File: src/rtl/crc16_pkg.sv
package crc16_pkg;

   // Register operation chosen each clock by the control decode.
   typedef enum logic [1:0] {
      CRC_OP_HOLD  = 2'd0,
      CRC_OP_CLEAR = 2'd1,
      CRC_OP_DATA  = 2'd2,
      CRC_OP_EMIT  = 2'd3
   } crc_op_e;

   // Divisor x^16 + x^12 + x^5 + 1 without its implicit top term.
   localparam logic [15:0] CRC16_CCITT_TAPS = 16'h1021;

endpackage

File: src/rtl/crc16_step.sv
// One bit of polynomial division. The variant is picked by STEP_IMPL.
module crc16_step #(
   parameter int               CRC_W     = 16,
   parameter logic [CRC_W-1:0] POLY      = 16'h1021,
   parameter int               STEP_IMPL = 0
) (
   input  logic [CRC_W-1:0] cur,
   input  logic             din,
   output logic [CRC_W-1:0] nxt
);

   logic fb;
   assign fb = din ^ cur[CRC_W-1];

   generate
      if (STEP_IMPL == 0) begin : g_per_tap
         // Explicit tap per bit position.
         assign nxt[0] = fb & POLY[0];
         for (genvar i = 1; i < CRC_W; i++) begin : g_bit
            assign nxt[i] = cur[i-1] ^ (fb & POLY[i]);
         end
      end else begin : g_mask
         // Whole-word shift and masked XOR.
         assign nxt = {cur[CRC_W-2:0], 1'b0} ^ ({CRC_W{fb}} & POLY);
      end
   endgenerate

endmodule

File: src/rtl/crc16_ctl.sv
// Decodes the strobes into a register operation.
module crc16_ctl
   import crc16_pkg::*;
(
   input  logic    blk_start,
   input  logic    bit_vld,
   input  logic    emit_crc,
   input  logic    stream_mode,
   output crc_op_e op,
   output logic    out_en
);

   always_comb begin
      if (stream_mode)       op = CRC_OP_HOLD;
      else if (blk_start)    op = CRC_OP_CLEAR;
      else if (!bit_vld)     op = CRC_OP_HOLD;
      else if (emit_crc)     op = CRC_OP_EMIT;
      else                   op = CRC_OP_DATA;
   end

   assign out_en = emit_crc & ~stream_mode;

endmodule

File: src/rtl/crc16_reg.sv
// Checksum state register.
module crc16_reg
   import crc16_pkg::*;
#(
   parameter int CRC_W = 16
) (
   input  logic             clk,
   input  logic             rst_n,
   input  crc_op_e          op,
   input  logic [CRC_W-1:0] nxt,
   output logic [CRC_W-1:0] q
);

   always_ff @(posedge clk) begin
      if (!rst_n) begin
         q <= '0;
      end else begin
         case (op)
            CRC_OP_CLEAR: q <= '0;
            CRC_OP_DATA,
            CRC_OP_EMIT:  q <= nxt;
            default:      q <= q;
         endcase
      end
   end


   hold_op_chk: assert property (@(posedge clk) disable iff (!rst_n)
      (op == CRC_OP_HOLD) |=> $stable(q));

endmodule

File: src/rtl/crc16_serial.sv
module crc16_serial
   import crc16_pkg::*;
#(
   parameter int               CRC_W     = 16,
   parameter logic [CRC_W-1:0] POLY      = CRC16_CCITT_TAPS,
   parameter int               STEP_IMPL = 0
) (
   input  logic             clk,
   input  logic             rst_n,
   input  logic             blk_start,
   input  logic             bit_vld,
   input  logic             bit_in,
   input  logic             emit_crc,
   input  logic             stream_mode,
   output logic [CRC_W-1:0] crc_q,
   output logic             crc_bit_out,
   output logic             crc_ok
);

   localparam int MSB = CRC_W - 1;

   generate
      if (CRC_W < 2) begin : g_bad_width
         $error("crc16_serial: CRC_W must be at least 2");
      end
      if (POLY[0] != 1'b1) begin : g_bad_poly
         $error("crc16_serial: POLY must have its constant term set");
      end
      if (STEP_IMPL != 0 && STEP_IMPL != 1) begin : g_bad_impl
         $error("crc16_serial: STEP_IMPL must be 0 or 1");
      end
   endgenerate

   crc_op_e          op;
   logic             out_en;
   logic             step_din;
   logic [CRC_W-1:0] step_nxt;

   crc16_ctl u_ctl (
      .blk_start  (blk_start),
      .bit_vld    (bit_vld),
      .emit_crc   (emit_crc),
      .stream_mode(stream_mode),
      .op         (op),
      .out_en     (out_en)
   );

   // During shift-out the feedback is forced to zero by feeding the MSB
   // back, so the same divider step performs a plain left shift.
   assign step_din = (op == CRC_OP_EMIT) ? crc_q[MSB] : bit_in;

   crc16_step #(.CRC_W(CRC_W), .POLY(POLY), .STEP_IMPL(STEP_IMPL)) u_step (
      .cur(crc_q),
      .din(step_din),
      .nxt(step_nxt)
   );

   crc16_reg #(.CRC_W(CRC_W)) u_reg (
      .clk  (clk),
      .rst_n(rst_n),
      .op   (op),
      .nxt  (step_nxt),
      .q    (crc_q)
   );

   assign crc_bit_out = out_en & crc_q[MSB];
   assign crc_ok      = ~stream_mode & ~(|crc_q);


   clear_on_start_chk: assert property (@(posedge clk) disable iff (!rst_n)
      (!stream_mode && blk_start) |=> (crc_q == '0));


   data_feedback_chk: assert property (@(posedge clk) disable iff (!rst_n)
      (!stream_mode && !blk_start && bit_vld && !emit_crc)
      |=> (crc_q[0] == $past(bit_in ^ crc_q[MSB])));


   idle_hold_chk: assert property (@(posedge clk) disable iff (!rst_n)
      (!stream_mode && !blk_start && !bit_vld) |=> $stable(crc_q));


   emit_shift_chk: assert property (@(posedge clk) disable iff (!rst_n)
      (!stream_mode && !blk_start && bit_vld && emit_crc)
      |=> (crc_q == {$past(crc_q[MSB-1:0]), 1'b0}));


   quiet_out_chk: assert property (@(posedge clk) disable iff (!rst_n)
      !emit_crc |-> !crc_bit_out);


   bypass_hold_chk: assert property (@(posedge clk) disable iff (!rst_n)
      stream_mode |=> $stable(crc_q));


   bypass_flags_chk: assert property (@(posedge clk) disable iff (!rst_n)
      stream_mode |-> (!crc_bit_out && !crc_ok));

endmodule

File: config.mk
export PLATFORM = sky130hd
export DESIGN_NAME = crc16_serial
export DESIGN_NICKNAME = d
export VERILOG_FILES = /design/src/rtl/crc16_pkg.sv /design/src/rtl/crc16_step.sv /design/src/rtl/crc16_ctl.sv /design/src/rtl/crc16_reg.sv /design/src/rtl/crc16_serial.sv
export SDC_FILE = /design/constraint.sdc
export NUM_CORES = 1
export LEC_CHECK = 0
export ABC_AREA = 1
export BUFFER_PORTS_ARGS = -buffer_cell sky130_fd_sc_hd__buf_2
export CORE_MARGIN = 2
export CORE_UTILIZATION = 54
export CTS_CLUSTER_SIZE = 40
export DETAILED_ROUTE_END_ITERATION = 7
export PLACE_DENSITY = 0.8
export SLEW_MARGIN = 25
export SYNTH_ARGS = -nofsm -noshare
export SYNTH_HDL_FRONTEND = slang
export SYNTH_HIERARCHICAL = 1
export SYNTH_SLANG_ARGS = --single-unit
File: constraint.sdc
create_clock -name clk -period 4 [get_ports clk]
set_clock_uncertainty 0.1 [all_clocks]
set_input_delay 0.8 -clock clk [delete_from_list [all_inputs] [get_ports clk]]
set_output_delay 0.8 -clock clk [all_outputs]
set_load 0.03 [all_outputs]
==> results of run 1 <==
-- stage by stage --
step                      hold slack, ps  area, um2  total power [uW]  cells  setup slack, ps
final                                390        927               300    155             1630
after global routing                 407        927               313    155             1440
after CTS                            396        927               302    155             1630
after detailed placement             380        891               198    151             1320
after global placement               376        891               198    151             1450
after floorplan                      502        887               195    128             1800
-- cell usage after synthesis --
cell type and n:
nand3_1 4, nor3b_2 1, buf_4 14, inv_2 1, nor2_2 2, nand3_2 1, inv_1 9, nor2_1 9
a21oi_1 17, clkbuf_4 1, nand2_1 46, buf_6 1, buf_2 1, a31oi_1 1, buf_8 1, or2_0 1
dfxtp_1 16, nor2_8 1, nand2_2 1
-- worst max-delay path, cell delays in order --
cell,delay [ps]
buf_2,130
inv_1,50
nand2_1,60
nor2_2,110
nand2_1,70
nor2_2,70
buf_2,190
-- worst paths after layout --
kind	to	cells past startpoint
worst max-delay path	crc_ok	7
worst min-delay path	u_reg/q[7]	2
worst min register to register	u_reg/q[7]	2
worst max register to register	u_reg/q[12]	8
-- area by class of cell --
cell class	count	area [um2]	area share (%)
clock buffer	4	36.3	3.91
inverter	10	37.5	4.05
sequential	16	320	34.5
multi-input combinational	84	385	41.6
tap	16	20.0	2.16
timing repair buffer	25	128	13.8
-- placed cells by master, fill, tap and decap left out, drive strengths merged --
cell type / count
dfxtp: 16
buf: 25
nand2: 47
inv: 10
nor2: 12
clkbuf: 4
nor3b: 1
a31oi: 1
nand3: 5
a21oi: 17
or2: 1
-- layer usage --
layer  track usage (%)  vias up
li1                  -      407
met3              6.94        2
met5                 0        -
met4              7.27        0
met1              24.7      335
met2              27.0       24
-- cell families (layout without fill, tap and decap cells) --
kind of cell           after synthesis  after routing
AOI/OAI and AO/OA                   18             18
buffers and inverters               28             39
DFF                                 16             16
and+or+nand+nor                     66             66
-- power by group through the flow --
stage	clock [uW]	sequential (uW)	combinational (uW)
3_5_place_dp	0	165	33.3
4_1_cts	107	161	33.4
3_3_place_gp	0	165	32.7
5_1_grt	115	161	37.2
6_report	105	161	33.4
2_1_floorplan	0	167	27.8
==> impl_results.md, run 1 <==
- Status: finished clean
- Area grow syn2layout: 4.51%
- Setup TNS: 0 ps
- Initial Utilization: 58.2%
- Seq pwr share: between 50% and 60%
- DR WL met3: 100 um
- Crit. End Element: output port
- Pwr/cell area: 323 nW/um2
- Grt total ovfl: 0
- Mux share of post-synthesis cell area: 0%
- CTS Hold Bufs: 0
- XOR/XNOR Fraction of Synth Area: 0%
- Combinational family with the most area after synthesis: simple AND/OR/NAND/NOR gates
- Routability cong.: 0.787
- P_leak: 0.000442 uW
- Top cell type's share of synthesized area: a little over a third
- Sequential area share after synthesis: roughly 36%
- Initial antenna violation count: 0
- Slew margin rel.: 56.3%
- Comb power frac: 11.1%
- Critical path class: input port to output port
- Worst hold path class: register to register
- Vias in the first global route: between 500 and 600
- Top flop regs: u_reg/q: 16 flops
- Switch Pwr: 73.4 uW
- DP HPWL: between 1000 and 1500 um
- Worst Path Required: 3100 ps
- ANT nets after route: 0
- Final worst path period share: 59.2%
- Synthesized cell area: approximately 890 um2
- Initial DRC count: 21
- Top cells by area, synth: dfxtp_1 (36%), nand2_1 (19%), buf_4 (12%), a21oi_1 (9.6%), inv_1 (3.8%)
- Mapped Cells: 128
- First-pass GRT wire length: 2680 um
- Startpoint types: input port
- Vias per cell: 4.95
- Adder-Cell Fraction of Synth Area: 0%
- Simple-Gate Fraction of Synth Area: 33.1%
- Uppermost layer routed: met4
- Worst reg2reg setup slack: approximately 2500 ps
- Die ar.: 1980 um2
- Final nets: 147
- Post-Route WL: 1640 um
- R2r startpoint: u_reg/q[15]
- DRT Pass-1 Iters: 4
- IO Pins: 25
- Fmax: approximately 420 MHz
- Core area: roughly 1500 um2
- Layout filler cell count: 133
- Distinct cells, synth: 19
- Worst-path clk slew: 90 ps
- H-tree depth: 1
- Vias: about 770
- Syn Nets: between 100 and 150
- Final setup fails: 0
- Largest register by flop count: u_reg/q
- Seq cells post-synth: 16
- WP data arrival: around 1500 ps
- Final min period: 2370 ps
- Layout cells sized above 1: 25.9%
- Max reg flops: 16
- Num CTS Buffers: 3
- Met2 WL: 808 um
- Root Buffer: clkbuf_4
- Clk sinks: 16
- VDD IR max: 0.000282 V
- Resized cells post-CTS: 0
- Std cell rows: 14
- Hold Fails Final Rpt: 0
- Max-cap viol count: 0
- Gr usage total: between 10% and 20%
- Die H: 44.5 um
- RSZ-0062 raised after global routing: no
- Max Slew Vio Count: 0
- Critical path fanouts, max: 4
- Net Sw Frac: 24.5%
- DR WL/cell: roughly 11 um
- Post-CTS setup buffers: 0
- IO buf count: 24
- Post-route DRC: 0
- Clock share of power: 35.1%
- Die Wd: between 40 and 50 um
- Synth Area in Compound Gates: between 10% and 20%
- Post-synth top area cell: dfxtp_1
- N_diodes: 0
- Final core area utilization: 60.8%
- CTS tree: done
- Slew of the pin with the lowest slew margin: 652 ps
- Pint: 226 uW
- Max clock buf depth: 2
- Pin count of the biggest net entering global routing: 17
- Routed met1 length: 703 um
- Hold_sp: u_reg/q[7]
- Critical Path Start: stream_mode
- Ys Warns: 6
- Worst-Skew Late Latency: 280 ps
- Synthesized area per cell: 6.93 um2
(Power assumes the default switching activity.)
==> run 2: changes to the inputs <==
--- a/config.mk
+++ b/config.mk
@@ -8,10 +8,10 @@
 export ABC_AREA = 1
 export BUFFER_PORTS_ARGS = -buffer_cell sky130_fd_sc_hd__buf_2
 export CORE_MARGIN = 2
-export CORE_UTILIZATION = 54
+export CORE_UTILIZATION = 50
 export CTS_CLUSTER_SIZE = 40
 export DETAILED_ROUTE_END_ITERATION = 7
-export PLACE_DENSITY = 0.8
+export PLACE_DENSITY = 0.75
 export SLEW_MARGIN = 25
 export SYNTH_ARGS = -nofsm -noshare
 export SYNTH_HDL_FRONTEND = slang
==> constraint.sdc (replaced) <==
create_clock -name clk -period 2.4 [get_ports clk]
set_clock_uncertainty 0.1 [all_clocks]
set_input_delay 0.48 -clock clk [delete_from_list [all_inputs] [get_ports clk]]
set_output_delay 0.48 -clock clk [all_outputs]
set_load 0.03 [all_outputs]
==> run 2 against run 1 <==
Compared with the run above: combinational power is 66% higher; critical path type is now register to output port; clock power up 69%; power is 67% higher; die area up 7.3%; hold slack better by 0.87 ps; cell area increased by 0.13%; count of clock-buffer cells in the layout is the same.
==> impl_results.md, run 2 (synthesis gave the netlist of run 1 again) <==
- Hold Fails Final Rpt: 0 (unchanged)
- Max clock buf depth: 2 (unchanged)
- H-tree depth: 1 (unchanged)
- Vias per cell: 5.02 (+1.3%)
- # placed instances: 152 (+0.66%)
- Clk sinks: 16 (unchanged)
- Max reg flops: 16 (unchanged)
- Leading cell type in the layout, fill and taps excluded: nand2_1
- IO Pins: 25 (unchanged)
- Initial antenna violation count: 0 (unchanged)
- Fmax: 528 MHz
- RSZ-0062 raised after global routing: no
- Std cell rows: 15 (+1)
- Die ar.: 2130 um2 (+7.3%)
- Post-route insts no fill: 156 (+0.65%)
- Pwr/cell area: 539 nW/um2 (+67%)
- Grt total ovfl: 0 (unchanged)
- DP HPWL: 1200 um (+0.68%)
- Layout filler cell count: 173 (+30%)
- Max Slew Vio Count: 0 (unchanged)
- ANT nets after route: 0 (unchanged)
- Core area: 1690 um2 (+11%)
- Die Wd: 46.1 um (+3.6%)
- DR WL/cell: 10.6 um (+0.33%)
- Status: finished clean
- Power Total: 501 uW (+67%)
- WHS Path Cells: 2 (unchanged)
- Resized cells post-CTS: 0 (unchanged)
- Final core area utilization: 55.0% (-5.9 points)
- WP data arrival: 1310 ps (-160 ps)
- Vias in the first global route: 654 (+11%)
- Vias: 783 (+2.0%)
- Largest register by flop count: u_reg/q
- Post-route DRC: 0 (unchanged)
- Setup ws final: 507 ps (-1120 ps)
- CTS Hold Bufs: 0 (unchanged)
- Critical path class: register to output port
- Root Buffer: clkbuf_4
- First-pass GRT wire length: 2620 um (-2.1%)
- IO buf count: 24 (unchanged)
- Num CTS Buffers: 3 (unchanged)
- Post-CTS setup buffers: 0 (unchanged)
- Routability cong.: 0.738 (-6.2%)
- N_diodes: 0 (unchanged)
- Final worst path period share: 78.9%
- Worst Path Required: 1820 ps (-1280 ps)
- VDD IR max: 0.000279 V (-1.2%)
- Initial Utilization: 52.5% (-5.7 points)
- Worst-path clk slew: 90 ps (about the same)
- Gr usage total: 17.6% (-0.95 points)
- Setup TNS: 0 ps (unchanged)
- Final nets: 147 (unchanged)
- Final setup fails: 0 (unchanged)
- Pin count of the biggest net entering global routing: 19 (+2)
- CTS tree: done
- Critical path fanouts, max: 4 (unchanged)
- Slew margin rel.: 67.9% (+12 points)
- Top flop regs: u_reg/q: 16 flops
- Startpoint types: register
- Initial DRC count: 12 (-43%)
- P_leak: 0.000442 uW (unchanged)
- Post-placement setup slack: 433 ps (-889 ps)
- Die H: 46.1 um (+3.6%)
- Slew of the pin with the lowest slew margin: 481 ps (-171 ps)
- Max-cap viol count: 0 (unchanged)
- Layout cells sized above 1: 25.9% (unchanged)
- Worst hold path class: register to register
- Area grow syn2layout: 4.65%
- Worst-Skew Late Latency: 290 ps (about the same)
- Commonest cells after routing, fill and taps aside: nand2_1 (46), buf_2 (24), a21oi_1 (17)
- DRT Pass-1 Iters: 4 (unchanged)
- Post-Route WL: 1650 um (+0.98%)
- Final min period: between 1500 and 2000 ps
- Cells on worst reg2reg path: 8 (unchanged)
- Crit. End Element: output port
==> run 2: cell counts in the layout (fill, tap and decap cells not counted) <==
Identical to the previous run, type by type.
==> run 2: final cells by class <==
| class | instances | area (um2) | share of cell area (%) |
|---|---|---|---|
| tap | 17 | 21.3 | 2.29 |
| clock buffer | 4 | 36.3 | 3.91 |
| inverter | 10 | 37.5 | 4.04 |
| sequential | 16 | 320 | 34.5 |
| timing repair buffer | 25 | 128 | 13.7 |
| multi-input combinational | 84 | 385 | 41.5 |
==> run 2: stage by stage <==
| step | area [um2] | hold WS, ps |
|---|---|---|
| floorplan | 887 | 502 |
| global placement | 892 | 373 |
| detailed placement | 892 | 382 |
| CTS | 928 | 399 |
| global route | 928 | 423 |
| finish | 928 | 391 |
==> run 2: final timing paths <==
check	startpoint	end	slack, ps
max	u_reg/q[3]	crc_ok	510
min	u_reg/q[2]	u_reg/q[2]	390
max reg2reg	u_reg/q[15]	u_reg/q[12]	880
min reg2reg	u_reg/q[2]	u_reg/q[2]	390
==> run 2: report_power, final <==
part           leakage [uW]  switching, uW  internal, uW
Sequential         0.000129           1.57           267
Combinational      0.000292           37.7          17.7
Clock             0.0000210           84.1          92.4
Total              0.000442            123           377
==> run 2: critical path, cell delays in order, from the launching register on <==
cell	delay, ps
dfxtp_1	340
or2_0	220
nor2_1	130
nand2_1	80
nor2_2	70
buf_2	190
==> run 2: layer usage <==
metal	part of all wire (%)	wire length, um	GRT usage, %
met1	43	717	21.7
met2	51	845	28.1
met3	4.7	78	4.71
met4	0.73	12	8.57
met5	0	0	0
